## src/rtl/spi_pad_pkg.sv

```systemverilog
package spi_pad_pkg;
  typedef enum logic [1:0] {
    M_IDLE = 2'd0,
    M_LEAD = 2'd1,
    M_XFER = 2'd2,
    M_GAP  = 2'd3
  } mst_state_e;
endpackage

```

## src/rtl/spi_master_engine.sv

```systemverilog
module spi_master_engine
  import spi_pad_pkg::*;
#(
  parameter int DATA_W   = 8,
  parameter int HALF_DIV = 4
) (
  input  logic              clk,
  input  logic              rst_n,
  input  logic              cpha,
  input  logic              start,
  input  logic [DATA_W-1:0] start_data,
  input  logic              miso_s,
  output logic              ready_o,
  output logic              sel_o,
  output logic              tog_o,
  output logic              bit_o,
  output logic              done_o,
  output logic [DATA_W-1:0] rx_o
);
  localparam int EDGES  = 2 * DATA_W;
  localparam int ECW    = $clog2(EDGES);
  localparam int HCW    = (HALF_DIV > 1) ? $clog2(HALF_DIV) : 1;
  localparam logic [HCW-1:0] HC_MAX = HCW'(HALF_DIV - 1);
  localparam logic [ECW-1:0] E_LAST = ECW'(EDGES - 1);
  localparam int MSB = DATA_W - 1;

  mst_state_e        st;
  logic [HCW-1:0]    hcnt;
  logic [ECW-1:0]    ecnt;
  logic [DATA_W-1:0] sh, rx, rx_out;
  logic              tog, cur, done;

  // edge scheduling: which clock edge fires now and what it does
  logic [ECW-1:0] edge_idx;
  logic           fire, is_lead, do_shift, do_samp;

  always_comb begin
    edge_idx = (st == M_LEAD) ? '0 : ecnt + ECW'(1);
    fire     = (hcnt == '0) &&
               ((st == M_LEAD) || ((st == M_XFER) && (ecnt != E_LAST)));
    is_lead  = ~edge_idx[0];
    do_shift = cpha ? is_lead : (!is_lead && (edge_idx != E_LAST));
    do_samp  = cpha ? !is_lead : is_lead;
  end

  always_ff @(posedge clk or negedge rst_n) begin
    if (!rst_n) begin
      st     <= M_IDLE;
      hcnt   <= '0;
      ecnt   <= '0;
      sh     <= '0;
      rx     <= '0;
      rx_out <= '0;
      tog    <= 1'b0;
      cur    <= 1'b0;
      done   <= 1'b0;
    end else begin
      done <= 1'b0;
      case (st)
        M_IDLE: begin
          if (start) begin
            st   <= M_LEAD;
            hcnt <= HC_MAX;
            tog  <= 1'b0;
            if (!cpha) begin
              cur <= start_data[MSB];
              sh  <= {start_data[MSB-1:0], 1'b0};
            end else begin
              sh  <= start_data;
            end
          end
        end
        M_LEAD: begin
          if (hcnt != '0) hcnt <= hcnt - HCW'(1);
          else begin
            st   <= M_XFER;
            hcnt <= HC_MAX;
            ecnt <= '0;
          end
        end
        M_XFER: begin
          if (hcnt != '0) hcnt <= hcnt - HCW'(1);
          else if (ecnt == E_LAST) begin
            st     <= M_GAP;
            hcnt   <= HC_MAX;
            done   <= 1'b1;
            rx_out <= rx;
          end else begin
            ecnt <= ecnt + ECW'(1);
            hcnt <= HC_MAX;
          end
        end
        default: begin
          if (hcnt != '0) hcnt <= hcnt - HCW'(1);
          else st <= M_IDLE;
        end
      endcase

      if (fire) begin
        tog <= ~tog;
        if (do_shift) begin
          cur <= sh[MSB];
          sh  <= {sh[MSB-1:0], 1'b0};
        end
        if (do_samp) rx <= {rx[MSB-1:0], miso_s};
      end
    end
  end

  assign ready_o = (st == M_IDLE);
  assign sel_o   = (st == M_LEAD) || (st == M_XFER);
  assign tog_o   = tog;
  assign bit_o   = cur;
  assign done_o  = done;
  assign rx_o    = rx_out;
endmodule

```

## src/rtl/spi_slave_engine.sv

```systemverilog
module spi_slave_engine #(
  parameter int DATA_W      = 8,
  parameter int SYNC_STAGES = 2
) (
  input  logic              clk,
  input  logic              rst_n,
  input  logic              cpol,
  input  logic              cpha,
  input  logic              active,
  input  logic              load,
  input  logic [DATA_W-1:0] load_data,
  input  logic              sclk_i,
  input  logic              mosi_i,
  output logic              miso_bit,
  output logic              done_o,
  output logic [DATA_W-1:0] rx_o
);
  localparam int MSB = DATA_W - 1;
  localparam int CW  = $clog2(DATA_W);
  localparam logic [CW-1:0] C_LAST = CW'(DATA_W - 1);

  logic [SYNC_STAGES:0] sy;
  logic [DATA_W-1:0]    sh, rx;
  logic [CW-1:0]        cnt;
  logic                 done;
  logic                 s_cur, s_prev, lead_e, trail_e, samp_e;

  always_comb begin
    s_cur   = sy[SYNC_STAGES-1];
    s_prev  = sy[SYNC_STAGES];
    lead_e  = (s_cur != cpol) && (s_prev == cpol);
    trail_e = (s_cur == cpol) && (s_prev != cpol);
    samp_e  = cpha ? trail_e : lead_e;
  end

  always_ff @(posedge clk or negedge rst_n) begin
    if (!rst_n) begin
      sy   <= '0;
      sh   <= '0;
      rx   <= '0;
      cnt  <= '0;
      done <= 1'b0;
    end else begin
      sy   <= {sy[SYNC_STAGES-1:0], sclk_i};
      done <= 1'b0;
      if (load) sh <= load_data;
      else if (active && trail_e) sh <= {sh[MSB-1:0], 1'b0};
      if (!active) cnt <= '0;
      else if (samp_e) begin
        rx <= {rx[MSB-1:0], mosi_i};
        if (cnt == C_LAST) begin
          cnt  <= '0;
          done <= 1'b1;
        end else begin
          cnt <= cnt + CW'(1);
        end
      end
    end
  end

  assign miso_bit = sh[MSB];
  assign done_o   = done;
  assign rx_o     = rx;
endmodule

```

## src/rtl/spi_pad_mux.sv

```systemverilog
module spi_pad_mux (
  input  logic master,
  input  logic en,
  input  logic ss_i,
  input  logic cpol,
  input  logic sel,
  input  logic tog,
  input  logic cur_bit,
  input  logic fix_en,
  input  logic fix_val,
  input  logic slave_bit,
  output logic sclk_o,
  output logic sclk_oe,
  output logic ss_o,
  output logic ss_oe,
  output logic mosi_o,
  output logic mosi_oe,
  output logic miso_o,
  output logic miso_oe
);
  logic idle_bit;

  always_comb begin
    idle_bit = fix_en ? fix_val : cur_bit;
    sclk_o   = cpol ^ tog;
    ss_o     = ~sel;
    mosi_o   = sel ? cur_bit : idle_bit;
    miso_o   = slave_bit;
    sclk_oe  = master;
    ss_oe    = master;
    mosi_oe  = master;
    miso_oe  = !master && en && !ss_i;
  end
endmodule

```

## src/rtl/spi_pad_ctrl.sv

```systemverilog
module spi_pad_ctrl #(
  parameter int DATA_W      = 8,
  parameter int HALF_DIV    = 4,
  parameter int SYNC_STAGES = 2
) (
  input  logic              clk,
  input  logic              rst_n,
  input  logic              en,
  input  logic              master,
  input  logic              cpol,
  input  logic              cpha,
  input  logic              idle_fix_en,
  input  logic              idle_fix_val,
  input  logic              tx_valid,
  output logic              tx_ready,
  input  logic [DATA_W-1:0] tx_data,
  output logic              rx_valid,
  output logic [DATA_W-1:0] rx_data,
  input  logic              sclk_i,
  output logic              sclk_o,
  output logic              sclk_oe,
  input  logic              ss_i,
  output logic              ss_o,
  output logic              ss_oe,
  input  logic              mosi_i,
  output logic              mosi_o,
  output logic              mosi_oe,
  input  logic              miso_i,
  output logic              miso_o,
  output logic              miso_oe
);
  logic              m_ready, m_sel, m_tog, m_bit, m_done;
  logic [DATA_W-1:0] m_rx, s_rx;
  logic              s_bit, s_done, s_active, accept;

  assign tx_ready = en && (master ? m_ready : ss_i);
  assign accept   = tx_valid && tx_ready;
  assign s_active = !master && en && !ss_i;
  assign rx_valid = m_done || s_done;
  assign rx_data  = master ? m_rx : s_rx;

  spi_master_engine #(.DATA_W(DATA_W), .HALF_DIV(HALF_DIV)) u_mst (
    .clk(clk), .rst_n(rst_n), .cpha(cpha),
    .start(accept && master), .start_data(tx_data), .miso_s(miso_i),
    .ready_o(m_ready), .sel_o(m_sel), .tog_o(m_tog), .bit_o(m_bit),
    .done_o(m_done), .rx_o(m_rx)
  );

  spi_slave_engine #(.DATA_W(DATA_W), .SYNC_STAGES(SYNC_STAGES)) u_slv (
    .clk(clk), .rst_n(rst_n), .cpol(cpol), .cpha(cpha), .active(s_active),
    .load(accept && !master), .load_data(tx_data), .sclk_i(sclk_i),
    .mosi_i(mosi_i), .miso_bit(s_bit), .done_o(s_done), .rx_o(s_rx)
  );

  spi_pad_mux u_mux (
    .master(master), .en(en), .ss_i(ss_i), .cpol(cpol), .sel(m_sel),
    .tog(m_tog), .cur_bit(m_bit), .fix_en(idle_fix_en), .fix_val(idle_fix_val),
    .slave_bit(s_bit), .sclk_o(sclk_o), .sclk_oe(sclk_oe), .ss_o(ss_o),
    .ss_oe(ss_oe), .mosi_o(mosi_o), .mosi_oe(mosi_oe), .miso_o(miso_o),
    .miso_oe(miso_oe)
  );
endmodule

```

## config.mk

```make
export PLATFORM = sky130hd
export DESIGN_NAME = spi_pad_ctrl
export DESIGN_NICKNAME = d
export VERILOG_FILES = /design/src/rtl/spi_pad_pkg.sv /design/src/rtl/spi_master_engine.sv /design/src/rtl/spi_slave_engine.sv /design/src/rtl/spi_pad_mux.sv /design/src/rtl/spi_pad_ctrl.sv
export SDC_FILE = /design/constraint.sdc
export NUM_CORES = 1
export LEC_CHECK = 0
export ABC_AREA = 1
export BUFFER_PORTS_ARGS = -buffer_cell sky130_fd_sc_hd__buf_4
export CORE_MARGIN = 1.5
export CORE_UTILIZATION = 60
export DETAILED_ROUTE_END_ITERATION = 12
export GPL_TIMING_DRIVEN = 0
export PLACE_DENSITY = 0.93
export SYNTH_ARGS = -nofsm -noshare
export SYNTH_HDL_FRONTEND = slang
export SYNTH_HIERARCHICAL = 1
export SYNTH_SLANG_ARGS = --single-unit
```

## constraint.sdc

```tcl
create_clock -name clk -period 3.1 [get_ports clk]
set_input_delay 0.62 -clock clk [delete_from_list [all_inputs] [get_ports clk]]
set_output_delay 0.62 -clock clk [all_outputs]
set_load 0.02 [all_outputs]
```

Word-level counts from Yosys, hierarchy flattened
Index checks and enable logic that the tools add are counted.
{"block": "word_totals", "reg_bits": 58, "output_inout_bits": 18, "word_cells": 118}
{"block": "classes", "addsub": 3, "n_eq_ne": 17, "mux": 46, "bitwise_logic": 5, "n_reduce_logical": 33}
{"operator": "$mux W8", "n": 8}
{"operator": "$mux W1", "n": 20}
{"operator": "$mux W2", "n": 8}
{"operator": "$mux W4", "n": 4}
{"operator": "$logic_and A1 B1 Y1", "n": 12}
{"operator": "$ne A2 B2 Y1 const B", "n": 6}
{"operator": "$reduce_bool A2 Y1", "n": 5}
{"operator": "$mux W3", "n": 3}
{"operator": "$ne A4 B4 Y1 const B", "n": 2}
{"operator": "$pmux W4 S2", "n": 1}
{"operator": "$reduce_and A2 Y1", "n": 4}
{"operator": "$pmux W2 S3", "n": 1}
{"operator": "$reduce_and A5 Y1", "n": 1}
{"operator": "$add A4 B1 Y4 const B", "n": 1}
{"operator": "$eq A4 B4 Y1 const B", "n": 1}
{"operator": "$logic_not A2 Y1", "n": 2}
{"operator": "$not A1 Y1", "n": 4}
{"operator": "$pmux W2 S2", "n": 1}
{"operator": "$reduce_and A4 Y1", "n": 1}
{"operator": "$add A3 B1 Y3 const B", "n": 1}
{"operator": "$eq A3 B3 Y1 const B", "n": 1}
{"operator": "$logic_or A1 B1 Y1", "n": 3}
{"operator": "$reduce_and A3 Y1", "n": 1}
{"operator": "$reduce_bool A3 Y1", "n": 1}
{"operator": "9 further kinds", "n": 12}

Longest topological paths before layout
{"block": "depth", "depth_word": 9, "mapped_depth": 13, "mapped_depth_nobuf": 13}

Hierarchy
Netlist, hierarchy kept.
{"module": "spi_master_engine", "n_inst": 1, "cells_each": 215, "area_each_um2": 1840.5, "seq_area_each_um2": 875.8}
{"module": "spi_slave_engine", "n_inst": 1, "cells_each": 126, "area_each_um2": 1092.3, "seq_area_each_um2": 575.6}
{"module": "spi_pad_ctrl", "n_inst": 1, "cells_each": 36, "area_each_um2": 150.1, "seq_area_each_um2": 0.0}
{"module": "spi_pad_mux", "n_inst": 1, "cells_each": 14, "area_each_um2": 77.6, "seq_area_each_um2": 0.0}

Worst setup path before layout
Ideal clock, no wire load.
{"block": "synth_timing", "kind": "register to output", "from": "reg u_mst.st[0]", "to": "out mosi_o", "arrival_time_ns": 1.156, "required_ns": 2.480, "slack_ns": 1.324, "stages_incl_launch_ff": 8, "n_path_buf": 0, "cell_sequence": "dfrtp_1 > inv_1 > ha_1 > inv_2 > nand2_1 > nand2_1 > nand2_1 > inv_1"}
{"block": "synth_via", "elab_chain_cells": 3, "word_cells_on_any_way": 4}
{"element": "start, declared", "line_no": "spi_master_engine.sv:27", "source": "mst_state_e st;"}
{"element": "start signal, assigned", "line_no": "spi_master_engine.sv:48", "source": "st <= M_IDLE;"}
{"element": "start signal, assigned", "line_no": "spi_master_engine.sv:62", "source": "st <= M_LEAD;"}
{"element": "start signal, assigned", "line_no": "spi_master_engine.sv:76", "source": "st <= M_XFER;"}
{"element": "$eq A2 B1 Y1 or $eq A2 B2 Y1 (tied branches)", "line_no": "spi_master_engine.sv:111", "source": "assign sel_o = (st == M_LEAD) || (st == M_XFER);"}
{"element": "$logic_or A1 B1 Y1 *", "line_no": "spi_master_engine.sv:111"}
{"element": "net m_sel", "line_no": "spi_pad_ctrl.sv:32", "source": "logic m_ready, m_sel, m_tog, m_bit, m_done;"}
{"element": "$mux W1 *", "line_no": "spi_pad_mux.sv:27", "source": "mosi_o = sel ? cur_bit : idle_bit;"}
{"element": "end, declared", "line_no": "spi_pad_ctrl.sv:26", "source": "output logic mosi_o,"}
Mark *: on every way through the listed nets, which the timed path passes. The rest lies on a longest branch.

Worst setup path after layout
{"block": "layout_timing", "from": "reg u_mst.st[0]", "to": "out tx_ready"}
{"block": "layout_via", "elab_chain_cells": 3}
{"element": "$logic_not A2 Y1", "line_no": "spi_master_engine.sv:110", "source": "assign ready_o = (st == M_IDLE);"}
{"element": "net m_ready", "line_no": "spi_pad_ctrl.sv:32"}
{"element": "$mux W1", "line_no": "spi_pad_ctrl.sv:36", "source": "assign tx_ready = en && (master ? m_ready : ss_i);"}
{"element": "$logic_and A1 B1 Y1", "line_no": "spi_pad_ctrl.sv:36"}
{"element": "end, declared", "line_no": "spi_pad_ctrl.sv:15", "source": "output logic tx_ready,"}
The timed path passes the listed nets, and every way through them passes these cells.

==> parameters.txt <==
Parameter                              Value

Run status
  Result of the run    finished clean

Synthesis
  Net count after synthesis    420
  Post-synth cell types    29
  Combinational family with the most area after synthesis    simple AND/OR/NAND/NOR gates
  Synth Warn #    6
  Xor-xnor portion of the synthesized cell area    0.2771%
  Gate count of the mapped netlist    391
  Post-synthesis cell area    3161 um2
  Sequential fraction of the synthesis area    45.92%
  Post-synthesis simple-gate area fraction    29.93%
  Top area cells in the synthesized netlist    sky130_fd_sc_hd__dfrtp_1, sky130_fd_sc_hd__nand2_1, sky130_fd_sc_hd__a21oi_1, sky130_fd_sc_hd__inv_1, sky130_fd_sc_hd__nand4_1
  Adder-cell share of the synthesized area    3.167%
  Post-synth top area cell    sky130_fd_sc_hd__dfrtp_1
  Proportion of netlist area held by the largest area contributor    45.92%
  Complex-gate fraction of the synthesized area    11.52%
  Flip-flop and latch count after synthesis    58
  Syn avg cell area    8.083 um2
  Portion of netlist area occupied by mux cells    0.3563%

STA
  Max Freq    443.7 MHz
  Part of the cycle the worst path needs    72.70%
  Total count of hold-check failures in the final report    0
  Total Neg Setup Slack    0 ns
  Max-slew violation count    0
  Final number of setup-violating endpoints    0
  Unrepaired setup endpoints after global routing    no
  Time the worst path needs with I/O delays and setup    2.254 ns
  Relative slew slack    52.75%
  Transition time of the tightest slew-check pin    0.7087 ns
  Clock tree skew after final layout    0.007909 ns

Final layout
  Layout Cell Area excl Fill    3771 um2
  Area grow syn2layout    19.32%
  Antenna diodes    0
  Share of layout cells above drive strength 1    24.72%
  Area taken by multi-input logic gates    1430 um2
  Count of fill cells added during filler insertion    369
  Final net count    469
  Storage cell area    1451 um2

Detailed routing
  Antenna Violating Nets Remaining    0
  DRC violations left    0
  Wirelength per Cell    13.10 um
  First-pass detailed-route iteration total    5
  DRC violation total after the first TritonRoute iteration    320
  Total number of vias    2757
  Sum of routed wire length over all layers    6748 um
  Avg Vias per Cell    5.353

Worst setup path
  Critical-path maximum fanout    4
  CP startpoint kind    flip-flop
  Category of the worst setup path capture point    output pin
  Critical path data required time    2.48 ns
  Startpoint-to-endpoint class of the critical path    reg -> out
  Data arrival time of the critical path    1.63 ns

Placed design
  Cell area after placement    3533 um2
  Post-detail-place hpwl    4724 um
  Count of input and output buffers    38
  Routability congestion estimate    0.9269

Global routing
  Global-route wire length before repair    11100 um
  Via count of the first global-routing pass    2481
  Leftover overflow at the end of global routing    0
  Antenna violations before repair    0
  GRT Util Overall    25.98%
  Pin count of the biggest net entering global routing    59

Floorplan
  Number of rows in the core area    26
  Core footprint    5107 um2
  Die X    75.58 um
  I/O pins    39
  Area enclosed by the die boundary    5712 um2
  Height of the die    75.58 um
  Effective utilization at floorplan    61.88%

Min path
  Type of the worst min-delay path    in -> async

Clock network
  Clk slew on worst S/H paths    0.07 ns
  Post-CTS Setup Inserts    0
  Clock tree root driver cell    sky130_fd_sc_hd__clkbuf_8
  Hold-fix buffer count after cts    0
  Worst skew pair latency    0.34 ns
  Number of buffers on the longest clock path    2
  PostCTS Resize Cnt    0
  Number of clock sinks seen by CTS    58
  H-Tree Depth    3
  TritonCTS clock tree    yes
  Inserted Clock Buffers    9

Flow run
  Number of max-capacitance violations reported    0

Power and ir drop
  Cell area power density    833.4 nW/um2
  Static leakage power    0.002017 uW
  Max VDD drop    0.0005404 V
synth_stat cells:
| cell | count |
|---|---|
| sky130_fd_sc_hd__a21oi_1 | 28 |
| sky130_fd_sc_hd__a21oi_2 | 1 |
| sky130_fd_sc_hd__buf_2 | 4 |
| sky130_fd_sc_hd__buf_4 | 7 |
| sky130_fd_sc_hd__buf_6 | 4 |
| sky130_fd_sc_hd__clkinv_1 | 1 |
| sky130_fd_sc_hd__dfrtp_1 | 58 |
| sky130_fd_sc_hd__ha_1 | 8 |
| sky130_fd_sc_hd__inv_1 | 36 |
| sky130_fd_sc_hd__inv_2 | 6 |
| sky130_fd_sc_hd__mux2_2 | 1 |
| sky130_fd_sc_hd__nand2_1 | 127 |
| sky130_fd_sc_hd__nand2_2 | 9 |
| sky130_fd_sc_hd__nand3_1 | 12 |
| sky130_fd_sc_hd__nand3_2 | 5 |
| sky130_fd_sc_hd__nand3_4 | 2 |
| sky130_fd_sc_hd__nand4_1 | 20 |
| sky130_fd_sc_hd__nor2_1 | 26 |
| sky130_fd_sc_hd__nor2_2 | 1 |
| sky130_fd_sc_hd__nor2_8 | 1 |
| sky130_fd_sc_hd__nor3_1 | 1 |
| sky130_fd_sc_hd__nor3b_1 | 1 |
| sky130_fd_sc_hd__o211ai_1 | 1 |
| sky130_fd_sc_hd__o21ai_0 | 13 |
| sky130_fd_sc_hd__o21ai_2 | 13 |
| sky130_fd_sc_hd__o21ai_4 | 1 |
| sky130_fd_sc_hd__o22ai_1 | 2 |
| sky130_fd_sc_hd__or2_2 | 1 |
| sky130_fd_sc_hd__xor2_1 | 1 |
per-layer routing:
layer	GRT usage [%]	share of wire, %	wire length, um
met5	0	0	0
met4	12.10	2.3	153
met3	6.614	5.3	360
met2	40.64	49	3285
met1	34.08	44	2949
registers in the layout (all words and copies together) (netlist names), 2 cells and up:
name and count:
u_mst/ecnt 4, u_slv/rx_o 8, u_slv/sh 8, u_slv/cnt 3
u_mst/hcnt 2, u_mst/rx_o 8, u_slv/sy 3, u_mst/rx 8
u_mst/st 2, u_mst/sh 8
area by class of cell:
class	count	share of cell area, %
clock inverters	4	1.924
well taps	70	2.322
inverters	43	4.280
flip-flops and latches	58	38.49
clock buffers	12	4.380
repair buffers	38	7.565
multi-input cells	275	37.92
plain buffers	15	3.119
critical path: stages (launching register included):
cell	delay [ns]
sky130_fd_sc_hd__dfrtp_1	0.43
sky130_fd_sc_hd__inv_1	0.11
sky130_fd_sc_hd__ha_1	0.24
sky130_fd_sc_hd__nand2_1	0.10
sky130_fd_sc_hd__a21oi_1	0.24
sky130_fd_sc_hd__buf_4	0.19
where the power goes:
part	internal, uW	switching, uW
Clock	517	298
Sequential	988	147
Combinational	452	741
cell families after synthesis:
family	Yosys count
muxes	1
buffers and inverters	58
DFF	58
adders and majority gates	8
xor gates and xnor gates	1
AOI/OAI and AO/OA	59
and+or+nand+nor	206
per-stage QoR:
stage / std cells / power, uW / util, % / hold slack [ns] / setup slack [ns]
finish: 515 / 3143 / 73.84 / 0.3291 / 0.8463
global route: 515 / 3376 / 73.84 / 0.3824 / 0.7998
CTS: 515 / 3152 / 73.84 / 0.3536 / 0.8714
detailed placement: 499 / 2328 / 69.18 / 0.3496 / 0.9948
global placement: 499 / 2265 / 69.18 / 0.3345 / 1.028
floorplan: 391 / 1997 / - / 0.3244 / 1.324
final timing paths:
kind                       slack [ns]                       to  cells after the start                    start
setup / recovery                 0.85                 tx_ready                      5  u_mst/st[0]$_DFFE_PN0P_
max in group asynchronous        2.30    u_mst/sh[1]$_DFF_PN0_                      1                    rst_n
min in group clk                 0.36    u_slv/sy[1]$_DFF_PN0_                      0    u_slv/sy[0]$_DFF_PN0_
setup reg to reg                 1.06    u_mst/sh[1]$_DFF_PN0_                     12  u_mst/st[0]$_DFFE_PN0P_
hold / removal                   0.33  u_mst/rx[5]$_DFFE_PN0P_                      1                    rst_n
hold reg to reg                  0.36    u_slv/sy[1]$_DFF_PN0_                      0    u_slv/sy[0]$_DFF_PN0_
layout by cell type, fill, tap and decap left out, drive strengths merged, types with 2 or more instances in the layout:
cell,instances
inv,42
ha,8
buf,53
nand4,20
clkinv,2
clkbuf,12
o22ai,2
bufinv,2
nor2,28
dfrtp,58
o21ai,27
nand2,136
a21oi,29
nand3,19
No activity file was read; power rests on OpenSTA's default activity.
